--- src/rtl/idle_snoop_pkg.sv ---
package idle_snoop_pkg;

  typedef enum logic [2:0] {
    ST_RUN     = 3'd0,
    ST_SHALLOW = 3'd1,
    ST_FLUSH   = 3'd2,
    ST_DEEP    = 3'd3,
    ST_RESTORE = 3'd4
  } idleState_e;

  // Strobes from the control FSM to the datapath.
  typedef struct packed {
    logic cntStep;
    logic cntClear;
    logic pendSet;
    logic pendClear;
  } dpStrobe_t;

  localparam logic [1:0] CS_RUN     = 2'd0;
  localparam logic [1:0] CS_SHALLOW = 2'd1;
  localparam logic [1:0] CS_FLUSH   = 2'd2;
  localparam logic [1:0] CS_DEEP    = 2'd3;

endpackage

--- src/rtl/idle_snoop_dp.sv ---
module idle_snoop_dp
  import idle_snoop_pkg::*;
#(
  parameter int FLUSH_BUDGET = 250
) (
  input  logic      clk,
  input  logic      rstN,
  input  dpStrobe_t strobe,
  output logic      budgetOut,
  output logic      wakePend
);
  localparam int CNT_W = (FLUSH_BUDGET < 2) ? 1 : $clog2(FLUSH_BUDGET + 1);
  localparam logic [CNT_W-1:0] LAST = CNT_W'(FLUSH_BUDGET - 1);

  logic [CNT_W-1:0] flushCnt;

  always_ff @(posedge clk or negedge rstN) begin
    if (!rstN)                 flushCnt <= '0;
    else if (strobe.cntClear)  flushCnt <= '0;
    else if (strobe.cntStep)   flushCnt <= flushCnt + CNT_W'(1);
  end

  always_ff @(posedge clk or negedge rstN) begin
    if (!rstN)                 wakePend <= 1'b0;
    else if (strobe.pendClear) wakePend <= 1'b0;
    else if (strobe.pendSet)   wakePend <= 1'b1;
  end

  assign budgetOut = (flushCnt == LAST);

endmodule

--- src/rtl/idle_snoop_fsm.sv ---
module idle_snoop_fsm
  import idle_snoop_pkg::*;
(
  input  logic       clk,
  input  logic       rstN,
  input  logic       idleReq,
  input  logic       deepPolicy,
  input  logic       snoopIn,
  input  logic       wake,
  input  logic       flushAck,
  input  logic       budgetOut,
  input  logic       wakePend,
  output dpStrobe_t  strobe,
  output logic       flushReq,
  output logic       snoopEn,
  output logic [1:0] coreState
);
  idleState_e state, stateNxt;
  logic inFlush, wakeSeen;

  assign inFlush  = (state == ST_FLUSH);
  assign wakeSeen = wake | wakePend;

  always_comb begin
    stateNxt = state;
    unique case (state)
      ST_RUN:
        if (idleReq) stateNxt = deepPolicy ? ST_FLUSH : ST_SHALLOW;
      ST_SHALLOW:
        if (wake || snoopIn) stateNxt = ST_RUN;
      ST_FLUSH:
        if (flushAck)       stateNxt = wakeSeen ? ST_RUN : ST_DEEP;
        else if (budgetOut) stateNxt = wakeSeen ? ST_RUN : ST_SHALLOW;
      ST_DEEP:
        if (wake) stateNxt = ST_RESTORE;
      ST_RESTORE:
        stateNxt = ST_RUN;
      default:
        stateNxt = ST_RUN;
    endcase
  end

  always_ff @(posedge clk or negedge rstN) begin
    if (!rstN) state <= ST_RUN;
    else       state <= stateNxt;
  end

  always_comb begin
    strobe.cntStep   = inFlush;
    strobe.cntClear  = !inFlush;
    strobe.pendSet   = inFlush & wake;
    strobe.pendClear = !inFlush;
  end

  assign flushReq = inFlush;
  assign snoopEn  = (state != ST_DEEP);

  always_comb begin
    unique case (state)
      ST_RUN:     coreState = CS_RUN;
      ST_SHALLOW: coreState = CS_SHALLOW;
      ST_FLUSH:   coreState = CS_FLUSH;
      default:    coreState = CS_DEEP;
    endcase
  end

endmodule

--- src/rtl/idle_snoop_ctrl.sv ---
module idle_snoop_ctrl
  import idle_snoop_pkg::*;
#(
  parameter int FLUSH_BUDGET = 250
) (
  input  logic       clk,
  input  logic       rstN,
  input  logic       idleReq,
  input  logic       deepPolicy,
  input  logic       snoopIn,
  input  logic       wake,
  input  logic       flushAck,
  output logic       flushReq,
  output logic       snoopEn,
  output logic [1:0] coreState
);
  dpStrobe_t strobe;
  logic budgetOut, wakePend;

  idle_snoop_fsm u_fsm (
    .clk(clk), .rstN(rstN), .idleReq(idleReq), .deepPolicy(deepPolicy),
    .snoopIn(snoopIn), .wake(wake), .flushAck(flushAck),
    .budgetOut(budgetOut), .wakePend(wakePend), .strobe(strobe),
    .flushReq(flushReq), .snoopEn(snoopEn), .coreState(coreState)
  );

  idle_snoop_dp #(.FLUSH_BUDGET(FLUSH_BUDGET)) u_dp (
    .clk(clk), .rstN(rstN), .strobe(strobe),
    .budgetOut(budgetOut), .wakePend(wakePend)
  );

endmodule

--- config.mk ---
export PLATFORM = sky130hd
export DESIGN_NAME = idle_snoop_ctrl
export DESIGN_NICKNAME = d
export VERILOG_FILES = /design/src/rtl/idle_snoop_pkg.sv /design/src/rtl/idle_snoop_dp.sv /design/src/rtl/idle_snoop_fsm.sv /design/src/rtl/idle_snoop_ctrl.sv
export SDC_FILE = /design/constraint.sdc
export NUM_CORES = 1
export LEC_CHECK = 0
export ABC_CLOCK_PERIOD_IN_PS = 1100
export BUFFER_PORTS_ARGS = -buffer_cell sky130_fd_sc_hd__buf_4
export CORE_AREA = 3 3 41 43
export DETAILED_ROUTE_END_ITERATION = 6
export DIE_AREA = 0 0 44 46
export PLACE_DENSITY = 0.66
export SLEW_MARGIN = 15
export SYNTH_ARGS = -nofsm -noshare
export SYNTH_HDL_FRONTEND = slang
export SYNTH_SLANG_ARGS = --single-unit
--- constraint.sdc ---
create_clock -name clk -period 1.1 [get_ports clk]
set_input_delay 0.11 -clock clk [delete_from_list [all_inputs] [get_ports clk]]
set_output_delay 0.11 -clock clk [all_outputs]
set_load 0.005 [all_outputs]
Yosys cells after proc, flatten, opt, wreduce, memory -nomap -nowiden
Index checks and enable logic that the tools add are counted.
- add/sub/neg operators: 1
- equality and inequality tests: 10
- muxes and demuxes: 13
- bitwise logic cells: 2
- reduce and logical (&&, ||, !) cells: 3
- operators with widths (operator ; number):
    two-way mux 3 bit ; 5
    case mux 3 bit (4 select lines) ; 1
    adder 8 x 1 -> 8 bit, second input constant ; 1
    == test 8 bit, second input constant ; 1
    two-way mux 8 bit ; 1
    == test 3 x 2 -> 1 bit, second input constant ; 2
    != test 2 bit, second input constant ; 3
    case mux 2 bit (3 select lines) ; 1
    two-way mux 2 bit ; 2
    AND reduction 4 bit ; 1
    == test 3 x 1 -> 1 bit, second input constant ; 1
    logical NOT 3 bit ; 1
    two-way mux 1 bit ; 3
    != test 3 x 2 -> 1 bit, second input constant ; 1
    != test 3 bit, second input constant ; 1
    != test 2 x 1 -> 1 bit, second input constant ; 1
    bitwise AND 1 bit ; 1
    logical OR 1 bit ; 1
    bitwise OR 1 bit ; 1
- register bits: 12
- output and inout bits: 4
- word-level logic and storage cells: 32

Longest topological paths before layout
Gate-level depths: netlist of run 1.
- word-level depth: 5
- depth in mapped cells: 6
- mapped depth without buffers: 6

By module
From an unflattened synthesis of run 1, not the netlist that was laid out.
- cells, all modules: 68
- area total of the unflattened synthesis: 666.9 sq um
- modules (own cells, without submodules) (module ; times used ; cells an instance ; area an instance (sq um) ; sequential area each (sq um)):
    idle_snoop_dp ; 1 ; 42 ; 435.4 ; 225.2
    idle_snoop_fsm ; 1 ; 26 ; 231.5 ; 75.1

Worst setup path after synthesis of run 1
Ideal clock, no wire load.
- path kind: reg-to-reg
- from: register u_dp.flushCnt[0]
- to: register u_dp.flushCnt[6]
- library setup time: 79 ps
- arrival: 1150 ps
- required time: 1021 ps
- setup slack: -129 ps
- stages on the path, launching flop included: 5
- cells stage by stage: dfrtp_1 -> ha_1 -> nand3_1 -> or3_1 -> a21oi_1
- cells in the longest elaborated chain, start to end: 2
- ends and longest elaborated chain (item ; RTL line ; RTL):
    start, declared ; idle_snoop_dp.sv:15 ; logic [CNT_W-1:0] flushCnt;
    start signal, assigned ; idle_snoop_dp.sv:20 ; else if (strobe.cntStep) flushCnt <= flushCnt + CNT_W'(1);
    adder 8 x 1 -> 8 bit ; idle_snoop_dp.sv:20 ;
    two-way mux 8 bit ; idle_snoop_dp.sv:19 ; else if (strobe.cntClear) flushCnt <= '0;
No other way between the ends.
A chain may end at the register's enable or synchronous reset.

Worst setup path in the final report of run 1
- from: register u_fsm.state[2]
- to: output port coreState[0]
- cells in the longest elaborated chain, start to end: 2
- elaborated cells on any way between the ends: 4
- those cells by class: 2 x eq/ne; 1 x mux; 1 x reduce/logical
- ends and longest elaborated chain (item ; RTL line ; RTL):
    start, declared ; idle_snoop_fsm.sv:18 ; idleState_e state, stateNxt;
    start signal, assigned ; idle_snoop_fsm.sv:45 ; else state <= stateNxt;
    == test 3 x 2 -> 1 bit (tied with other cells) ; idle_snoop_fsm.sv:59 ; unique case (state)
    case mux 2 bit (3 select lines) * ; idle_snoop_fsm.sv:59 ;
    end, declared ; idle_snoop_ctrl.sv:15 ; output logic [1:0] coreState
Mark *: on every way between the ends. The rest lies on a longest branch, timed or not.

==> results of run 1 <==
-- routing by layer --
layer | wire [um] | vias to the layer above | GRT usage (%)
met2 | 979 | 10 | 33.7
met3 | 67 | 0 | 6.32
met4 | 0 | 0 | 5.42
met1 | 706 | 299 | 22.4
met5 | 0 | - | 0
li1 | - | 289 | -
-- worst max-delay path by stage --
stage	to	slack (ns)	depth (start not counted)
after floorplan	u_fsm.state[0]	-0.09	6
final	coreState[0]	-0.26	3
after global placement	u_fsm.state[0]	-0.10	5
after detailed placement	u_fsm.state[0]	-0.18	5
after CTS	coreState[0]	-0.21	3
after global routing	snoopEn	-0.28	4
-- state kept, by name (all words and copies together), names as in the netlist --
signal / count
u_dp.flushCnt: 8
u_dp.wakePend: 1
u_fsm.state: 3
-- stage by stage --
stage / worst slack [ns] / total power [mW]
floorplan: -0.0906 / 0.958
global placement: -0.103 / 1.42
detailed placement: -0.175 / 1.45
CTS: -0.208 / 2.08
global route: -0.280 / 2.27
finish: -0.258 / 2.13
-- cells by family after synthesis --
family / synth area share (%)
AND/OR/NAND/NOR: 25.6
AO/OA/AOI/OAI: 12.5
flip-flops: 50.7
buffers and inverters: 2.54
XOR/XNOR: 4.44
adder cells (fa/ha/maj): 4.23
-- final cells by class --
class,count,area share [%]
inverters,4,1.47
well taps,15,1.83
multi-input cells,45,34.7
repair buffers,36,28.9
clock buffers,4,3.55
flip-flops and latches,12,29.6
-- critical path: cells and delay by family (launching register included) --
family	cells	cell delay (ns)
DFF	1	0.44
and+or+nand+nor	1	0.29
buffers and inverters	2	0.24
-- synth_stat cells, types with 2 or more instances --
master,n,share of area (%)
xor2_1,2,3.0
ha_1,2,4.2
a21oi_1,4,3.4
or3_1,3,3.2
o21ai_0,4,3.4
nor2b_1,2,2.1
dfrtp_1,12,51
inv_1,3,1.9
nor2_1,9,5.7
nand2_1,5,3.2
-- power groups by stage --
| stage | Sequential, mW | Clock [mW] | Combinational [mW] |
|---|---|---|---|
| final | 0.633 | 0.355 | 1.14 |
| after global routing | 0.647 | 0.383 | 1.24 |
| after CTS | 0.625 | 0.364 | 1.09 |
| after detailed placement | 0.622 | 0 | 0.826 |
| after global placement | 0.615 | 0 | 0.802 |
| after floorplan | 0.621 | 0 | 0.337 |
-- timing repair --
action                                  CTS  global route
hold buffers                              1             0
gates resized for setup                  14             6
endpoints found under the hold margin    12             0
endpoints found under the setup margin   10            15
buffers inserted                          7             1
pin swaps                                 5             2
==> impl_results.md, run 1 <==
- Clk root buf: clkbuf_4
- Combinational share of power: 53.5%
- Total nets after synthesis: 70
- N_diodes: 0
- Worst path max stage delay: 0.44 ns
- Area grow syn2layout: 72.9%
- Synthesized netlist cell count: slightly above 60
- Clock-pin slew on the worst setup and hold paths: approximately 0.08 ns
- H-tree Lvls: 1
- IO Count: 11
- Starting Density: between 40% and 50%
- Worst skew pair latency: 0.28 ns
- Hold EP: u_fsm.state[2]
- Die height: 46 um
- Crit path DAT: 1.25 ns
- Worst-Margin Slew: 0.261 ns
- Vias per Instance: approximately 5.2
- First-pass GRT wire length: ~2.8 mm
- Max Slew Vio Count: 0
- Register-to-register setup slack: -0.24 ns
- Finished Layout Cells: 116
- Unrepaired setup endpoints after global routing: true
- GPL Wtd Cong: 0.771
- Worst hold slack: between 0.08 and 0.09 ns
- Post-Place Cells: approximately 100
- Crit Path Max Fanout: 5
- Psw: 0.719 mW
- Most frequent cells in the layout: buf_4 (29), dfrtp_1 (10), nor2_1 (8)
- Switching share of power: about 34%
- Final nets: about 110
- Gr ovfl total: 0
- Initial antenna violation count: 0
- Setup TNS: -1.77 ns
- Via count: 598
- DRC: 0
- Achievable frequency: roughly 740 MHz
- CTS tree: built
- Internal power: ~1.4 mW
- Cell mode on critical path: buf_6
- CP Class: flop to primary output
- HPWL after detailed placement: around 1.0 mm
- Post-synthesis async set-or-reset flop share: 100%
- Yosys cell types: 25
- Clock network power share: between 10% and 20%
- WL/cell: ~15 um
- FILL cells: 84
- Sequential share of power: around 30%
- Multi-input gate area in the final layout: 355 um2
- Area of the die: 2020 um2
- Critical-path cell list: or2_1, buf_6, buf_6
- CP endpoint kind: primary output
- Post-Syn Area: 592 um2
- Post-layout util: 76.7%
- Worst Setup Slack, final: -0.258 ns
- Outcome: complete, but fails checks
- Slowest CP cell: dfrtp_1
- Core area: ~1300 um2
- Row cnt: 13
- Yosys reg bits: 12
- Final period util: 123%
- Die X: between 40 and 50 um
- Remaining antenna violation count after routing: 0
- Post-synth EDFFs: 0
- Relative slew slack: between 80% and 90%
- Pwr Density: about 2100 nW/um2
- Total wire length: 1.75 mm
- Final Critical Period: approximately 1.4 ns
- Fin. Hold Viols: 0
- Max_cap viols: 0
- Max rail drop VDD: between 1 and 1.5 mV
- DRT iter0 DRCs: 17
- YS warnings: 0
- Largest net degree at the start of global routing: 13
- Post-synthesis sequential area ratio: a little over 50%
- Ys flop type: dfrtp_1
- First-pass DRT Iterations: 4
- Total leakage power: 0.475 nW
- FF-to-FF path depth: 4
- Sequential cell area: 303 um2
- Share of post-route cells with drive strength above 1: about 55%
- Critical Path Start: u_fsm.state[2]
- Clock buffer depth: 2
- Hold Crit Class: input pin to flop
- Hold path depth: 2
- Placed inst area: just over 800 um2
- TritonCTS sink count: 12
- # setup viols final: 15
- Hold path startpoint: wake
- Critical path required time: 0.99 ns
- Most common cell after layout, fill and taps aside: buf_4
- Post-route cell area: slightly above 1000 um2
- Clock buffer count from CTS: 3
- Clk_skew: approximately 0.0043 ns
- Average cell area after synthesis: 9.70 um2
- Gr usage total: between 10% and 20%
- Failing checks: negative setup slack
- R2R Path Start: u_fsm.state[2]
- Crit Reg-Reg Endpoint: u_fsm.state[0]
- Number of global-route vias before repair: approximately 640
- Buffers added on ports: 10
- Crit path launch type: flop
Note: power is estimated with default switching activity, not from simulation.
==> run 2, diff against run 1 <==
--- a/config.mk
+++ b/config.mk
@@ -7,10 +7,10 @@
 export LEC_CHECK = 0
 export ABC_CLOCK_PERIOD_IN_PS = 1100
 export BUFFER_PORTS_ARGS = -buffer_cell sky130_fd_sc_hd__buf_4
-export CORE_AREA = 3 3 41 43
+export CORE_AREA = 3 3 40 42
 export DETAILED_ROUTE_END_ITERATION = 6
-export DIE_AREA = 0 0 44 46
-export PLACE_DENSITY = 0.66
+export DIE_AREA = 0 0 43 45
+export PLACE_DENSITY = 0.69
 export SLEW_MARGIN = 15
 export SYNTH_ARGS = -nofsm -noshare
 export SYNTH_HDL_FRONTEND = slang
==> run 2 against run 1 <==
Effect of this change: first-iteration DRC count down 82%; utilization up 4.4 points; register-to-register slack about the same; die area down 4.4%; the flow still finishes with violations (negative setup slack); critical path type is now flop to flop.
==> impl_results.md, run 2 (synthesized netlist as in run 1, its figures left out) <==
- Outcome: complete, but fails checks
- Failing checks: negative setup slack
- Met1 usage: 24.2% (+1.8 points)
- CP Class: flop to flop
- Crit path launch type: flop
- Initial antenna violation count: 0 (unchanged)
- Clock-pin slew on the worst setup and hold paths: 0.08 ns (about the same)
- WL/cell: 15.2 um (+0.41%)
- Max rail drop VDD: 1.96 mV (+58%)
- Clock buffer depth: 2 (unchanged)
- Post-Place Cells: 102 (-0.97%)
- Worst-Margin Slew: 0.298 ns (+0.0370 ns)
- Biggest regs: u_dp.flushCnt x8, u_fsm.state x3, u_dp.wakePend x1
- Area grow syn2layout: 76.1%
- Row cnt: 13 (unchanged)
- CP endpoint kind: flop
- Largest net degree at the start of global routing: 13 (unchanged)
- Most common cell after layout, fill and taps aside: buf_4
- Max_cap viols: 0 (unchanged)
- Starting Density: 46.1% (+1.7 points)
- Die X: 43 um (-2.3%)
- H-tree Lvls: 1 (unchanged)
- Vias per Instance: 5.30 (+2.7%)
- # setup viols final: 11 (-4)
- N_diodes: 0 (unchanged)
- CTS tree: built
- FILL cells: 85 (+1.2%)
- Number of flip-flops in the largest register: 8 (unchanged)
- Relative slew slack: 80.1% (-2.4 points)
- Worst hold slack: 0.112 ns (+0.0229 ns)
- Buffers added on ports: 10 (unchanged)
- Fin. Hold Viols: 0 (unchanged)
- Total leakage power: 0.476 nW (+0.31%)
- TritonCTS sink count: 12 (unchanged)
- First-pass DRT Iterations: 2 (-2)
- Final period util: 123% (-0.85 points)
- Core area: 1280 um2 (-3.7%)
- Area of the die: 1940 um2 (-4.4%)
- Met3 Track Usage GR: 5.98% (-0.35 points)
- DRT iter0 DRCs: 3 (-14)
- Hold Crit Class: input pin to flop
- Worst Setup Slack, final: -0.249 ns (+0.00939 ns)
- Pre-CTS setup slack: -0.146 ns (+0.0293 ns)
- GR peak layer: met2
- Final nets: 110 (-0.90%)
- Via count: 609 (+1.8%)
- Max Slew Vio Count: 0 (unchanged)
- Crit Path Max Fanout: 3 (-2)
- Unrepaired setup endpoints after global routing: true
- Worst skew pair latency: 0.27 ns (about the same)
- GPL Wtd Cong: 0.826 (+7.1%)
- Hold path depth: 3 (+1)
- First-pass GRT wire length: 2.68 mm (-3.2%)
- Total wire length: 1.75 mm (-0.46%)
- Final Total Pwr: 2.25 mW (+5.6%)
- Critical path required time: 1.26 ns (+0.27 ns)
- FF-to-FF path depth: 4 (unchanged)
- Number of global-route vias before repair: 551 (-14%)
- DRC: 0 (unchanged)
- IO Count: 11 (unchanged)
- Final Critical Period: 1.35 ns (-0.00939 ns)
- Crit path DAT: 1.51 ns (+0.26 ns)
- Clk_skew: 0.00476 ns (+0.000469 ns)
- Clk root buf: clkbuf_4
- Gr ovfl total: 0 (unchanged)
- Finished Layout Cells: 115 (-0.86%)
- Clock buffer count from CTS: 3 (unchanged)
- Pwr Density: 2160 nW/um2 (+3.7%)
- Die height: 45 um (-2.2%)
- Gr usage total: 19.7% (+0.42 points)
- Share of post-route cells with drive strength above 1: 58.0% (+2.6 points)
- HPWL after detailed placement: 984 um (-5.8%)
- Remaining antenna violation count after routing: 0 (unchanged)
- Most frequent cells in the layout: buf_4 (22), buf_6 (12), dfrtp_1 (10)
- Achievable frequency: 741 MHz (+0.70%)
- Setup TNS: -1.67 ns (+0.102 ns)
- GR Util met2: 33.8% (+0.11 points)
- Biggest register: u_dp.flushCnt
==> run 2: worst max-delay path, cell delays in order, from the launching register on <==
cell and delay [ns]:
dfrtp_1 0.43, or2_4 0.28, buf_6 0.12, nor4b_4 0.31, o31ai_2 0.09
==> run 2: layout make-up <==
cell class	count	area (um2)	area share [%]
multi-input combinational	45	357	34.2
timing repair buffer	35	310	29.8
sequential	12	303	29.1
clock buffer	4	36.3	3.48
tap	15	18.8	1.80
inverter	4	17.5	1.68
==> run 2: stage by stage <==
step	instance area (um2)	util [%]
finish	1040	81.1
global route	1040	81.1
CTS	957	74.5
detailed placement	816	63.5
global placement	816	63.5
floorplan	602	-
==> run 2: what timing repair did <==
item	4_1_cts	5_1_grt
gates resized for setup	15	16
setup buffers	4	5
endpoints found under the hold margin	12	0
hold buffers	1	0
pin swaps	5	6
endpoints found under the setup margin	10	15
==> run 2: routing by layer <==
layer  vias to the layer above  wire (um)
met5                         -          0
met3                         6         60
li1                        286          -
met1                       307        719
met2                        10        944
met4                         0         21
==> run 2: final timing paths <==
check                                 startpoint                to  slack (ns)
min in group asynchronous                   rstN    u_fsm.state[0]        0.21
worst min register to register  u_dp.flushCnt[0]  u_dp.flushCnt[0]        0.50
worst min-delay path                        wake     u_dp.wakePend        0.11
worst max-delay path              u_fsm.state[0]    u_fsm.state[0]       -0.25
worst max register to register    u_fsm.state[0]    u_fsm.state[0]       -0.25
max in group asynchronous                   rstN  u_dp.flushCnt[0]        0.72
==> run 2: power by group <==
part | leakage [nW] | internal (mW) | total (mW) | switching [mW]
Clock | 0.0210 | 0.201 | 0.353 | 0.152
Sequential | 0.159 | 0.535 | 0.634 | 0.0995
Combinational | 0.296 | 0.751 | 1.26 | 0.510
